[src/rtl/mie_pkg.sv]
package mie_pkg;
  typedef enum logic [1:0] {
    OP_READ  = 2'b00,
    OP_WRITE = 2'b01,
    OP_SET   = 2'b10,
    OP_CLEAR = 2'b11
  } csr_op_e;

  typedef enum logic [1:0] {
    LVL_USER  = 2'b00,
    LVL_SUPV  = 2'b01,
    LVL_RSVD  = 2'b10,
    LVL_MACH  = 2'b11
  } priv_e;

  typedef struct packed {
    logic legal;    // addressed and privileged enough
    logic illegal;  // addressed but privilege too low
    logic update;   // legal and modifies state
  } access_t;
endpackage

[src/rtl/mie_access_dec.sv]
module mie_access_dec
  import mie_pkg::*;
#(
  parameter int unsigned       ADDR_W   = 12,
  parameter logic [ADDR_W-1:0] CSR_ADDR = 12'h304
) (
  input  logic              valid,
  input  logic [ADDR_W-1:0] addr,
  input  logic [1:0]        op,
  input  logic [1:0]        priv,
  output access_t           acc
);
  logic hit;
  logic mach;

  always_comb begin
    hit         = valid && (addr == CSR_ADDR);
    mach        = (priv_e'(priv) == LVL_MACH);
    acc.legal   = hit && mach;
    acc.illegal = hit && !mach;
    acc.update  = hit && mach && (csr_op_e'(op) != OP_READ);
  end
endmodule

[src/rtl/mie_enable_reg.sv]
module mie_enable_reg
  import mie_pkg::*;
#(
  parameter int unsigned      XLEN  = 32,
  parameter logic [XLEN-1:0]  WMASK = '0
) (
  input  logic            clk,
  input  logic            rst,
  input  logic            update,
  input  logic [1:0]      op,
  input  logic [XLEN-1:0] wdata,
  output logic [XLEN-1:0] en_q
);
  logic unused_wdata;
  assign unused_wdata = ^(wdata & ~WMASK);

  for (genvar i = 0; i < XLEN; i++) begin : g_bit
    if (WMASK[i]) begin : g_live
      logic nxt;
      always_comb begin
        unique case (csr_op_e'(op))
          OP_WRITE: nxt = wdata[i];
          OP_SET:   nxt = en_q[i] | wdata[i];
          OP_CLEAR: nxt = en_q[i] & ~wdata[i];
          default:  nxt = en_q[i];
        endcase
      end
      always_ff @(posedge clk) begin
        if (rst)         en_q[i] <= 1'b0;
        else if (update) en_q[i] <= nxt;
      end
    end else begin : g_zero
      assign en_q[i] = 1'b0;
    end
  end
endmodule

[src/rtl/mie_irq_gate.sv]
module mie_irq_gate
  import mie_pkg::*;
#(
  parameter int unsigned XLEN = 32
) (
  input  logic [XLEN-1:0] en,
  input  logic [XLEN-1:0] pend,
  input  logic [XLEN-1:0] deleg,
  input  logic [1:0]      priv,
  input  logic            gie,
  output logic            req
);
  logic gie_eff;
  logic [XLEN-1:0] live;

  always_comb begin
    gie_eff = (priv_e'(priv) == LVL_MACH) ? gie : 1'b1;
    live    = en & pend & ~deleg;
    req     = gie_eff && (|live);
  end
endmodule

[src/rtl/mie_csr_unit.sv]
module mie_csr_unit
  import mie_pkg::*;
#(
  parameter int unsigned XLEN     = 32,
  parameter int unsigned ADDR_W   = 12,
  parameter logic [11:0] CSR_ADDR = 12'h304,
  parameter bit          LCOF_EN  = 1'b1
) (
  input  logic              clk,
  input  logic              rst,
  input  logic              csr_valid,
  input  logic [1:0]        csr_op,
  input  logic [ADDR_W-1:0] csr_addr,
  input  logic [XLEN-1:0]   csr_wdata,
  input  logic [1:0]        priv,
  input  logic              mstatus_mie,
  input  logic [XLEN-1:0]   pending,
  input  logic [XLEN-1:0]   deleg,
  output logic [XLEN-1:0]   csr_rdata,
  output logic              csr_illegal,
  output logic              m_irq
);
  localparam logic [XLEN-1:0] SRC_MASK  = XLEN'(12'hAAA);
  localparam logic [XLEN-1:0] LCOF_MASK = LCOF_EN ? (XLEN'(1) << 13) : '0;
  localparam logic [XLEN-1:0] WMASK     = SRC_MASK | LCOF_MASK;

  access_t         acc;
  logic [XLEN-1:0] en_q;
  logic            req;

  mie_access_dec #(.ADDR_W(ADDR_W), .CSR_ADDR(ADDR_W'(CSR_ADDR))) u_dec (
    .valid (csr_valid),
    .addr  (csr_addr),
    .op    (csr_op),
    .priv  (priv),
    .acc   (acc)
  );

  mie_enable_reg #(.XLEN(XLEN), .WMASK(WMASK)) u_reg (
    .clk    (clk),
    .rst    (rst),
    .update (acc.update),
    .op     (csr_op),
    .wdata  (csr_wdata),
    .en_q   (en_q)
  );

  mie_irq_gate #(.XLEN(XLEN)) u_irq (
    .en    (en_q),
    .pend  (pending),
    .deleg (deleg),
    .priv  (priv),
    .gie   (mstatus_mie),
    .req   (req)
  );

  always_ff @(posedge clk) begin
    if (rst) begin
      csr_rdata   <= '0;
      csr_illegal <= 1'b0;
      m_irq       <= 1'b0;
    end else begin
      csr_rdata   <= acc.legal ? en_q : '0;
      csr_illegal <= acc.illegal;
      m_irq       <= req;
    end
  end
endmodule

[config.mk]
export PLATFORM = sky130hd
export DESIGN_NAME = mie_csr_unit
export DESIGN_NICKNAME = d
export VERILOG_FILES = /design/src/rtl/mie_pkg.sv /design/src/rtl/mie_access_dec.sv /design/src/rtl/mie_enable_reg.sv /design/src/rtl/mie_irq_gate.sv /design/src/rtl/mie_csr_unit.sv
export SDC_FILE = /design/constraint.sdc
export NUM_CORES = 1
export LEC_CHECK = 0
export BUFFER_PORTS_ARGS = -buffer_cell sky130_fd_sc_hd__buf_2
export CORE_MARGIN = 8
export CORE_UTILIZATION = 25
export DETAILED_ROUTE_END_ITERATION = 12
export GPL_ROUTABILITY_DRIVEN = 0
export PLACE_DENSITY = 0.77
export SYNTH_ARGS = -nofsm -noshare
export SYNTH_HDL_FRONTEND = slang
export SYNTH_SLANG_ARGS = --single-unit
[constraint.sdc]
create_clock -name clk -period 1.3 [get_ports clk]
set_input_delay 0.195 -clock clk [delete_from_list [all_inputs] [get_ports clk]]
set_output_delay 0.195 -clock clk [all_outputs]
set_load 0.02 [all_outputs]
==> flow_metrics.py, run 1 <==
metrics = {
    "run_status": {
        "status": "finished, final reports clean",
    },
    "detailed_routing": {
        "avgViaCountPerCell": 4.09,
        "wl_per_cell_um": 12.3,
        "wl_mm": 2.34,
        "ant_nets": 0,
        "route.detailed.drc": 0,
        "drtPass1Iterations": 4,
        "vias": 778,
        "drtIter0Drc": 63,
    },
    "cells_and_area": {
        "post-route-util_pct": 33.1,
        "fillers": 371,
        "drive_above_1_share_pct": 47.2,
        "area_delta_synth_final_pct": 25.3,
        "n_antenna_cell": 0,
        "finalInstanceArea_um2": 1120,
        "fin_nets": 261,
    },
    "synthesis": {
        "synth_commonest_cells": "25 x buf_4, 16 x dfxtp_1, 9 x and3_1",
        "synth_top_flop_cell": "dfxtp_1",
        "synth_edf_count": 0,
        "ys_ff_latch": 16,
        "ys_async_sr_fraction_pct": 0,
        "postSynthCellCount": 94,
        "yosysMostFrequentCell": "buf_4",
        "syn_area_um2": 895,
        "synth_top_area_cell": "dfxtp_1",
        "yosysTopAreaCellShare_pct": 35.8,
        "avgSynthCellArea_um2": 9.52,
        "synthTopCellsByArea": "dfxtp_1 36%, buf_4 21%, a32o_2 8.8%",
        "ys_seq_area_share_pct": 35.8,
        "synth_cell_types": 23,
        "ys_warn_count": 0,
    },
    "floorplanning": {
        "fp.dieH_um": 75.8,
        "initial_utilization_pct": 26.4,
        "io_pins": 150,
        "core_um2": 3390,
        "fp.dieW_um": 75.8,
        "die_area_um2": 5750,
        "rows": 21,
    },
    "global_route": {
        "track_usage_pct": 7.96,
        "overflow": 0,
        "grt_max_degree": 10,
        "antenna_found_initial": 0,
        "grt_pass1_wl_mm": 3.56,
        "grt_pass1_vias": 831,
    },
    "sta": {
        "fmax_mhz": 851,
        "fin_crit_ns": 1.17,
        "drv_slew": 0,
        "fin_skew_ns": 0.00365,
        "period_share_pct": 90.3,
        "rsz0062_at_grt": "false",
        "setup_violations": 0,
        "hold_violations": 0,
    },
    "worst_hold_path": {
        "worst_hold_path.num_cells": 2,
        "hp-start": "rst",
        "hp-class": "primary input to flop",
        "whs_endpoint": "m_irq$_SDFF_PP0_",
    },
    "placed_design": {
        "portBuffers": 49,
        "dp_hpwl_mm": 2.05,
        "dpl_cell_area_um2": 1080,
    },
    "setup_path": {
        "worst-endpoint-required_ns": 1.48,
        "reg2reg_to": "m_irq$_SDFF_PP0_",
        "crit_fanout": 8,
        "reg2reg_depth": 4,
        "rrSetupSlack_ns": 0.29,
        "arrival_ns": 1.35,
        "critPathLaunchType": "primary input",
        "critical_path_class": "primary input to flop",
        "reg2reg_from": "u_reg.en_q[5]$_SDFFE_PP0P_",
        "end_kind": "flop",
    },
    "cts": {
        "cts_sinks": 16,
        "cts-root-buf": "clkbuf_4",
        "cts_max_level": 1,
        "cts_hold_buffers": 0,
        "cts_buffer_depth": 2,
        "numCtsBuffers": 3,
        "cts_tree": "built",
        "clk_latency_ns": 0.28,
        "path_clk_slew_ns": 0.09,
    },
    "pwr": {
        "power.density_nw_per_um2": 860,
        "irDropWorstVdd_mv": 0.311,
        "p_leak_nw": 0.611,
        "finalPower_mw": 0.964,
    },
    "job": {
        "drv_cap": 0,
    },
}
kinds of logic (layout without fill, tap and decap cells):
group                  after synthesis  count (layout)  share of synthesized area [%]
XOR/XNOR                             1               1                          0.979
other                                1              25                          0.419
buffers and inverters               31              57                           25.3
flip-flops                          16              16                           35.8
AND/OR/NAND/NOR                     28              28                           19.7
AO/OA/AOI/OAI                       17              17                           17.8
worst max-delay path by stage:
stage | startpoint | to | slack (ns) | cells after the start
finish | csr_addr[5] | u_reg.en_q[11]$_SDFFE_PP0P_ | 0.13 | 5
detailed placement | csr_addr[1] | u_reg.en_q[5]$_SDFFE_PP0P_ | -0.21 | 5
CTS | csr_addr[1] | u_reg.en_q[11]$_SDFFE_PP0P_ | 0.08 | 5
global route | csr_addr[5] | u_reg.en_q[11]$_SDFFE_PP0P_ | 0.01 | 5
floorplan | csr_addr[2] | u_reg.en_q[11]$_SDFFE_PP0P_ | 0.04 | 6
global placement | csr_addr[5] | u_reg.en_q[9]$_SDFFE_PP0P_ | -0.20 | 5
what timing repair did:
action / 4_1_cts / 5_1_grt
endpoints found under the setup margin: 0 / 7
gates resized for setup: 0 / 1
setup buffers: 0 / 0
layer usage:
metal / global-route usage (%) / up-vias / share of wire, %
li1: - / 394 / -
met1: 8.06 / 343 / 36
met2: 14.5 / 39 / 51
met3: 2.24 / 2 / 12
met4: 3.84 / 0 / 0.60
met5: 0 / - / 0
power breakdown:
part	internal [mW]	switching, mW
registers	0.490	0.00000330
logic	0.0523	0.102
clock network	0.170	0.150
cells in the final DEF, fill, tap and decap left out, types with 2 or more instances in the layout:
master / count
a32o_2: 7
and3_1: 9
and4_2: 2
buf_2: 49
buf_4: 2
clkbuf_4: 3
conb_1: 25
dfxtp_1: 16
nand2_1: 8
nor2_1: 2
nor4b_2: 2
o2111ai_1: 7
o22ai_1: 3
critical path, stage by stage:
cell       delay, ns
buf_2           0.10
nor4b_2         0.27
and3_1          0.33
o2111ai_1       0.17
a32o_2          0.29
area by class of cell:
class                      count  area [µm²]  area share (%)
timing repair buffer          51         260            23.2
clock buffer                   4        36.3            3.24
multi-input combinational     71         439            39.2
sequential                    16         320            28.6
tap                           46        57.6            5.13
inverter                       2        7.51           0.670
metrics by stage:
stage,instances,setup slack [ns],TNS [ns],hold WS (ns)
floorplan,118,0.0423,0,0.274
CTS,190,0.0840,0,0.0830
detailed placement,186,-0.206,-1.39,0.396
global placement,186,-0.196,-1.37,0.394
global route,190,0.0120,0,0.0874
finish,190,0.126,0,0.0984
state kept, by name (all words and copies together) (netlist names):
| name | count |
|---|---|
| csr_illegal | 1 |
| csr_rdata | 7 |
| m_irq | 1 |
| u_reg.en_q | 7 |
No activity file was read; power rests on OpenSTA's default activity.
==> run 2: changes to the inputs <==
ABC_AREA = 1   (was not set)
CORE_UTILIZATION = 27   (was 25)
PLACE_DENSITY = 0.76   (was 0.77)
==> run 2 against run 1 <==
Net effect: die area grew 6.7%; clock-buffer cell count shrank 1; utilization grew 2.1 points; critical path type unchanged; largest power group unchanged.
==> flow_metrics.py, run 2 <==
metrics = {
    "synthesis": {
        "postSynthCellCount": 151,
        "ys_warn_count": 0,
        "syn_area_um2": 1050,
        "ys_seq_area_share_pct": 30.5,
        "ys_ff_latch": 16,
        "synth_edf_count": 0,
        "synth_top_flop_cell": "dfxtp_1",
        "yosysMostFrequentCell": "nor2_1",
        "synth_cell_types": 20,
        "synthTopCellsByArea": "dfxtp_1 31%, buf_4 18%, nor2_1 10%",
        "synth_commonest_cells": "29 x nor2_1, 26 x nand2_1, 25 x buf_4",
        "avgSynthCellArea_um2": 6.94,
        "ys_async_sr_fraction_pct": 0,
        "synth_top_area_cell": "dfxtp_1",
        "yosysTopAreaCellShare_pct": 30.5,
    },
    "floorplanning": {
        "rows": 22,
        "core_um2": 3690,
        "initial_utilization_pct": 28.4,
        "fp.dieW_um": 78.3,
        "die_area_um2": 6130,
        "fp.dieH_um": 78.3,
        "io_pins": 150,
    },
    "detailed_routing": {
        "wl_mm": 2.56,
        "drtPass1Iterations": 4,
        "vias": 996,
        "ant_nets": 0,
        "avgViaCountPerCell": 3.98,
        "wl_per_cell_um": 10.2,
        "route.detailed.drc": 0,
        "drtIter0Drc": 109,
    },
    "sta": {
        "fmax_mhz": 1020,
        "finalSetupTns_ns": 0,
        "fin_skew_ns": 0.00200,
        "setup_violations": 0,
        "hold_violations": 0,
        "fin_crit_ns": 0.978,
        "drv_slew": 0,
        "rsz0062_at_grt": "false",
        "period_share_pct": 75.3,
        "fin_hold_ws_ns": 0.231,
    },
    "global_route": {
        "grt_pass1_wl_mm": 4.35,
        "overflow": 0,
        "antenna_found_initial": 0,
        "grt_pass1_vias": 1092,
        "track_usage_pct": 8.50,
        "grt_max_degree": 11,
    },
    "cells_and_area": {
        "drive_above_1_share_pct": 34.2,
        "final_common_cell": "buf_2",
        "top_regs": "csr_rdata: 7 flops, u_reg.en_q: 7 flops",
        "finalInstanceArea_um2": 1300,
        "layout_common_cells": "49 x buf_2, 29 x nor2_1, 26 x nand2_1, 25 x conb_1",
        "fin_nets": 320,
        "n_antenna_cell": 0,
        "area_delta_synth_final_pct": 23.7,
    },
    "cts": {
        "path_clk_slew_ns": 0.05,
        "cts_resized": 0,
        "post-cts-setup-buffer-count": 0,
        "cts_buffer_depth": 2,
        "numCtsBuffers": 3,
        "cts_max_level": 1,
        "cts-root-buf": "clkbuf_8",
        "cts_tree": "built",
        "cts_sinks": 16,
        "cts_hold_buffers": 0,
        "clk_latency_ns": 0.25,
    },
    "job": {
        "drv_cap": 0,
    },
    "pwr": {
        "p_leak_nw": 0.673,
        "power.density_nw_per_um2": 804,
        "irDropWorstVdd_mv": 0.234,
    },
    "setup_path": {
        "worst-endpoint-required_ns": 1.49,
        "critPathLaunchType": "primary input",
        "arrival_ns": 1.17,
        "critical_path_class": "primary input to flop",
        "crit_fanout": 10,
        "end_kind": "flop",
    },
    "placed_design": {
        "portBuffers": 49,
        "dp_hpwl_mm": 2.15,
        "dpl_cell_area_um2": 1260,
    },
    "worst_hold_path": {
        "hp-class": "primary input to flop",
    },
    "run_status": {
        "status": "finished, final reports clean",
    },
}
[run 2: worst max-delay path, stage by stage]
cell and delay (ns):
buf_2 0.09, nor2_1 0.09, nand2_1 0.09, nor2_4 0.29, nand3_4 0.16, nor2_1 0.11, nor2_1 0.05, nor2_2 0.07
[run 2: cell type report]
class                      count  area, µm²
multi-input combinational    115        559
timing repair buffer          49        245
inverter                      19       71.3
clock buffer                   3       41.3
fill                         397       2390
tap                           48       60.1
sequential                    16        320
[run 2: report_power, final]
| group | internal [mW] | switching (mW) | total (mW) |
|---|---|---|---|
| clock | 0.205 | 0.153 | 0.358 |
| sequential | 0.490 | 0.00000393 | 0.490 |
| combinational | 0.0611 | 0.134 | 0.195 |
[run 2: logic make-up (layout without fill, tap and decap cells)]
logic type	count (synthesis)	after routing	synth area share [%]
AO/OA/AOI/OAI	12	12	6.09
buffers and inverters	44	71	24.7
AND/OR/NAND/NOR	78	78	38.3
flip-flops	16	16	30.5
other	1	25	0.358
[run 2: per-layer routing]
metal / share of wire (%) / GRT usage (%) / up-vias
met1: 46 / 10.4 / 394
met2: 39 / 12.3 / 76
li1: - / - / 521
met3: 13 / 3.76 / 5
met5: 0 / 0 / -
met4: 1.5 / 4.44 / 0
[run 2: worst paths after layout]
kind,slack (ns),depth (start not counted),startpoint,endpoint
worst max-delay path,0.32,8,csr_addr[11],u_reg.en_q[3]$_SDFFE_PP0P_
worst min-delay path,0.23,3,mstatus_mie,m_irq$_SDFF_PP0_
worst max register to register,0.46,4,u_reg.en_q[1]$_SDFFE_PP0P_,m_irq$_SDFF_PP0_
worst min register to register,0.44,2,u_reg.en_q[13]$_SDFFE_PP0P_,csr_rdata[13]$_SDFF_PP0_
[run 2: through the flow]
| step | power, mW | setup WS (ns) | utilization [%] | cells |
|---|---|---|---|---|
| floorplan | 0.680 | 0.298 | - | 175 |
| global placement | 0.690 | 0.0777 | 34.1 | 247 |
| detailed placement | 0.692 | 0.0758 | 34.1 | 247 |
| CTS | 1.05 | 0.332 | 35.2 | 250 |
| global route | 1.11 | 0.139 | 35.2 | 250 |
| finish | 1.04 | 0.322 | 35.2 | 250 |
==> run 3: changes to the inputs <==
clock period = 0.85 ns   (was 1.3 ns; I/O delays follow)
==> run 3 against run 2 <==
Net effect: the flow now finishes with violations (setup timing); critical path depth is 1 lower; register-to-register slack worse by 0.42 ns; die area stayed put; clock power is 61% higher; cell count is 5.6% higher; routed wire length is 19% higher; power is 61% higher; largest power group unchanged.
==> flow_metrics.py, run 3 (synthesized netlist as in run 2, its figures left out) <==
metrics = {
    "detailed_routing": {
        "drtIter0Drc": 62,
        "drtPass1Iterations": 4,
        "avgViaCountPerCell": 4.12,
        "wl_per_cell_um": 11.5,
        "wl_mm": 3.04,
        "vias": 1087,
        "ant_nets": 0,
        "route.detailed.drc": 0,
    },
    "setup_path": {
        "reg2reg_to": "m_irq$_SDFF_PP0_",
        "rrSetupSlack_ns": 0.04,
        "path_buf_inv": 1,
        "reg2reg_from": "u_reg.en_q[1]$_SDFFE_PP0P_",
        "path_cells": "buf_6 -> or2_4 -> nor2_8 -> nand3_4 -> nor2_4 -> nor2_2 -> nor2_2",
        "critPathLaunchType": "primary input",
        "path_common_cell": "nor2_2",
        "crit_fanout": 7,
        "worst-endpoint-required_ns": 1.05,
        "cp_slowest_cell": "or2_4",
        "path_depth": 7,
        "end_kind": "flop",
        "critPathTopFamily": "simple AND/OR/NAND/NOR gates",
        "cp-endpoint": "u_reg.en_q[13]$_SDFFE_PP0P_",
        "critical_path_class": "primary input to flop",
        "arrival_ns": 1.08,
        "startpoint": "csr_addr[0]",
        "reg2reg_depth": 4,
        "cpPeakStageDelay_ns": 0.26,
    },
    "sta": {
        "fin_crit_ns": 0.880,
        "drv_slew": 0,
        "fin_hold_ws_ns": 0.166,
        "setup_slack_ns": -0.0298,
        "period_share_pct": 104,
        "fin_skew_ns": 0.00485,
        "fmax_mhz": 1140,
        "setup_violations": 5,
        "rsz0062_at_grt": "true",
        "hold_violations": 0,
    },
    "floorplanning": {
        "fp.dieH_um": 78.3,
        "fp.dieW_um": 78.3,
        "core_um2": 3690,
        "die_area_um2": 6130,
        "initial_utilization_pct": 28.4,
        "io_pins": 150,
        "rows": 22,
    },
    "cells_and_area": {
        "seqCellArea_um2": 322,
        "layout_common_cells": "38 x buf_2, 25 x nand2_1, 25 x conb_1, 19 x nor2_2, 17 x buf_4",
        "drive_above_1_share_pct": 46.8,
        "top_regs": "csr_rdata: 7 flops, u_reg.en_q: 7 flops",
        "fin_nets": 334,
        "fillers": 378,
        "area_delta_synth_final_pct": 47.7,
        "n_antenna_cell": 0,
        "multi_input_area_um2": 629,
        "final_common_cell": "buf_2",
    },
    "worst_hold_path": {
        "hp-class": "primary input to flop",
    },
    "global_route": {
        "grt_pass1_wl_mm": 4.48,
        "overflow": 0,
        "antenna_found_initial": 0,
        "grt_pass1_vias": 1146,
        "grt_max_degree": 11,
        "track_usage_pct": 8.84,
    },
    "pwr": {
        "p_leak_nw": 0.766,
        "finalPower_mw": 1.68,
        "irDropWorstVdd_mv": 0.370,
        "power.density_nw_per_um2": 1090,
    },
    "cts": {
        "cts_sinks": 16,
        "cts_tree": "built",
        "clk_latency_ns": 0.26,
        "cts_hold_buffers": 0,
        "numCtsBuffers": 3,
        "cts-root-buf": "clkbuf_8",
        "cts_buffer_depth": 2,
        "path_clk_slew_ns": 0.06,
        "cts_max_level": 1,
    },
    "placed_design": {
        "portBuffers": 49,
        "place_ws_ns": -0.291,
        "dp_hpwl_mm": 2.31,
    },
    "job": {
        "drv_cap": 0,
    },
    "run_status": {
        "violations": "setup timing",
        "status": "complete, but fails checks",
    },
}
## run 3: repair_timing
action,4_1_cts,5_1_grt
endpoints found under the setup margin,6,21
cloned,0,0
pin swaps,1,10
gates resized for setup,5,30
setup buffers,2,3
## run 3: cell type report
| cell class | count | area share, % |
|---|---|---|
| tap | 48 | 3.88 |
| clock buffer | 3 | 2.67 |
| sequential | 16 | 20.8 |
| inverter | 19 | 4.60 |
| timing repair buffer | 63 | 27.5 |
| multi-input combinational | 115 | 40.6 |
## run 3: worst min path at each step
stage | start | to | slack [ns] | cells past startpoint
CTS | mstatus_mie | m_irq$_SDFF_PP0_ | 0.16 | 3
global placement | mstatus_mie | m_irq$_SDFF_PP0_ | 0.42 | 3
detailed placement | mstatus_mie | m_irq$_SDFF_PP0_ | 0.43 | 3
finish | mstatus_mie | m_irq$_SDFF_PP0_ | 0.17 | 3
floorplan | mstatus_mie | m_irq$_SDFF_PP0_ | 0.32 | 2
global route | mstatus_mie | m_irq$_SDFF_PP0_ | 0.20 | 3
## run 3: power by group
| group | switching [mW] | internal [mW] | leakage, nW |
|---|---|---|---|
| clock | 0.263 | 0.315 | 0.0216 |
| combinational | 0.227 | 0.125 | 0.615 |
| sequential | 0.00000690 | 0.750 | 0.129 |
| total | 0.490 | 1.19 | 0.766 |
## run 3: through the flow
step	area [µm²]	util (%)	setup TNS [ns]	instances
3_3_place_gp	1340	36.3	-2.78	256
5_1_grt	1550	42.0	-0.919	264
2_1_floorplan	1140	-	-0.486	175
6_report	1550	42.0	-0.0750	264
4_1_cts	1420	38.6	0	261
3_5_place_dp	1340	36.3	-3.19	256
## run 3: worst reg2reg max path: cells and delay by family (launching register included)
| kind | cells | cell delay [ns] |
|---|---|---|
| flip-flops | 1 | 0.33 |
| AO/OA/AOI/OAI | 2 | 0.27 |
| AND/OR/NAND/NOR | 2 | 0.15 |
## run 3: layer usage
| layer | routed length, µm | global-route usage [%] | vias up |
|---|---|---|---|
| met3 | 278 | 3.99 | 5 |
| met2 | 1480 | 14.4 | 66 |
| li1 | - | - | 547 |
| met1 | 1210 | 9.28 | 469 |
| met4 | 65 | 5.00 | 0 |
| met5 | 0 | 0 | - |
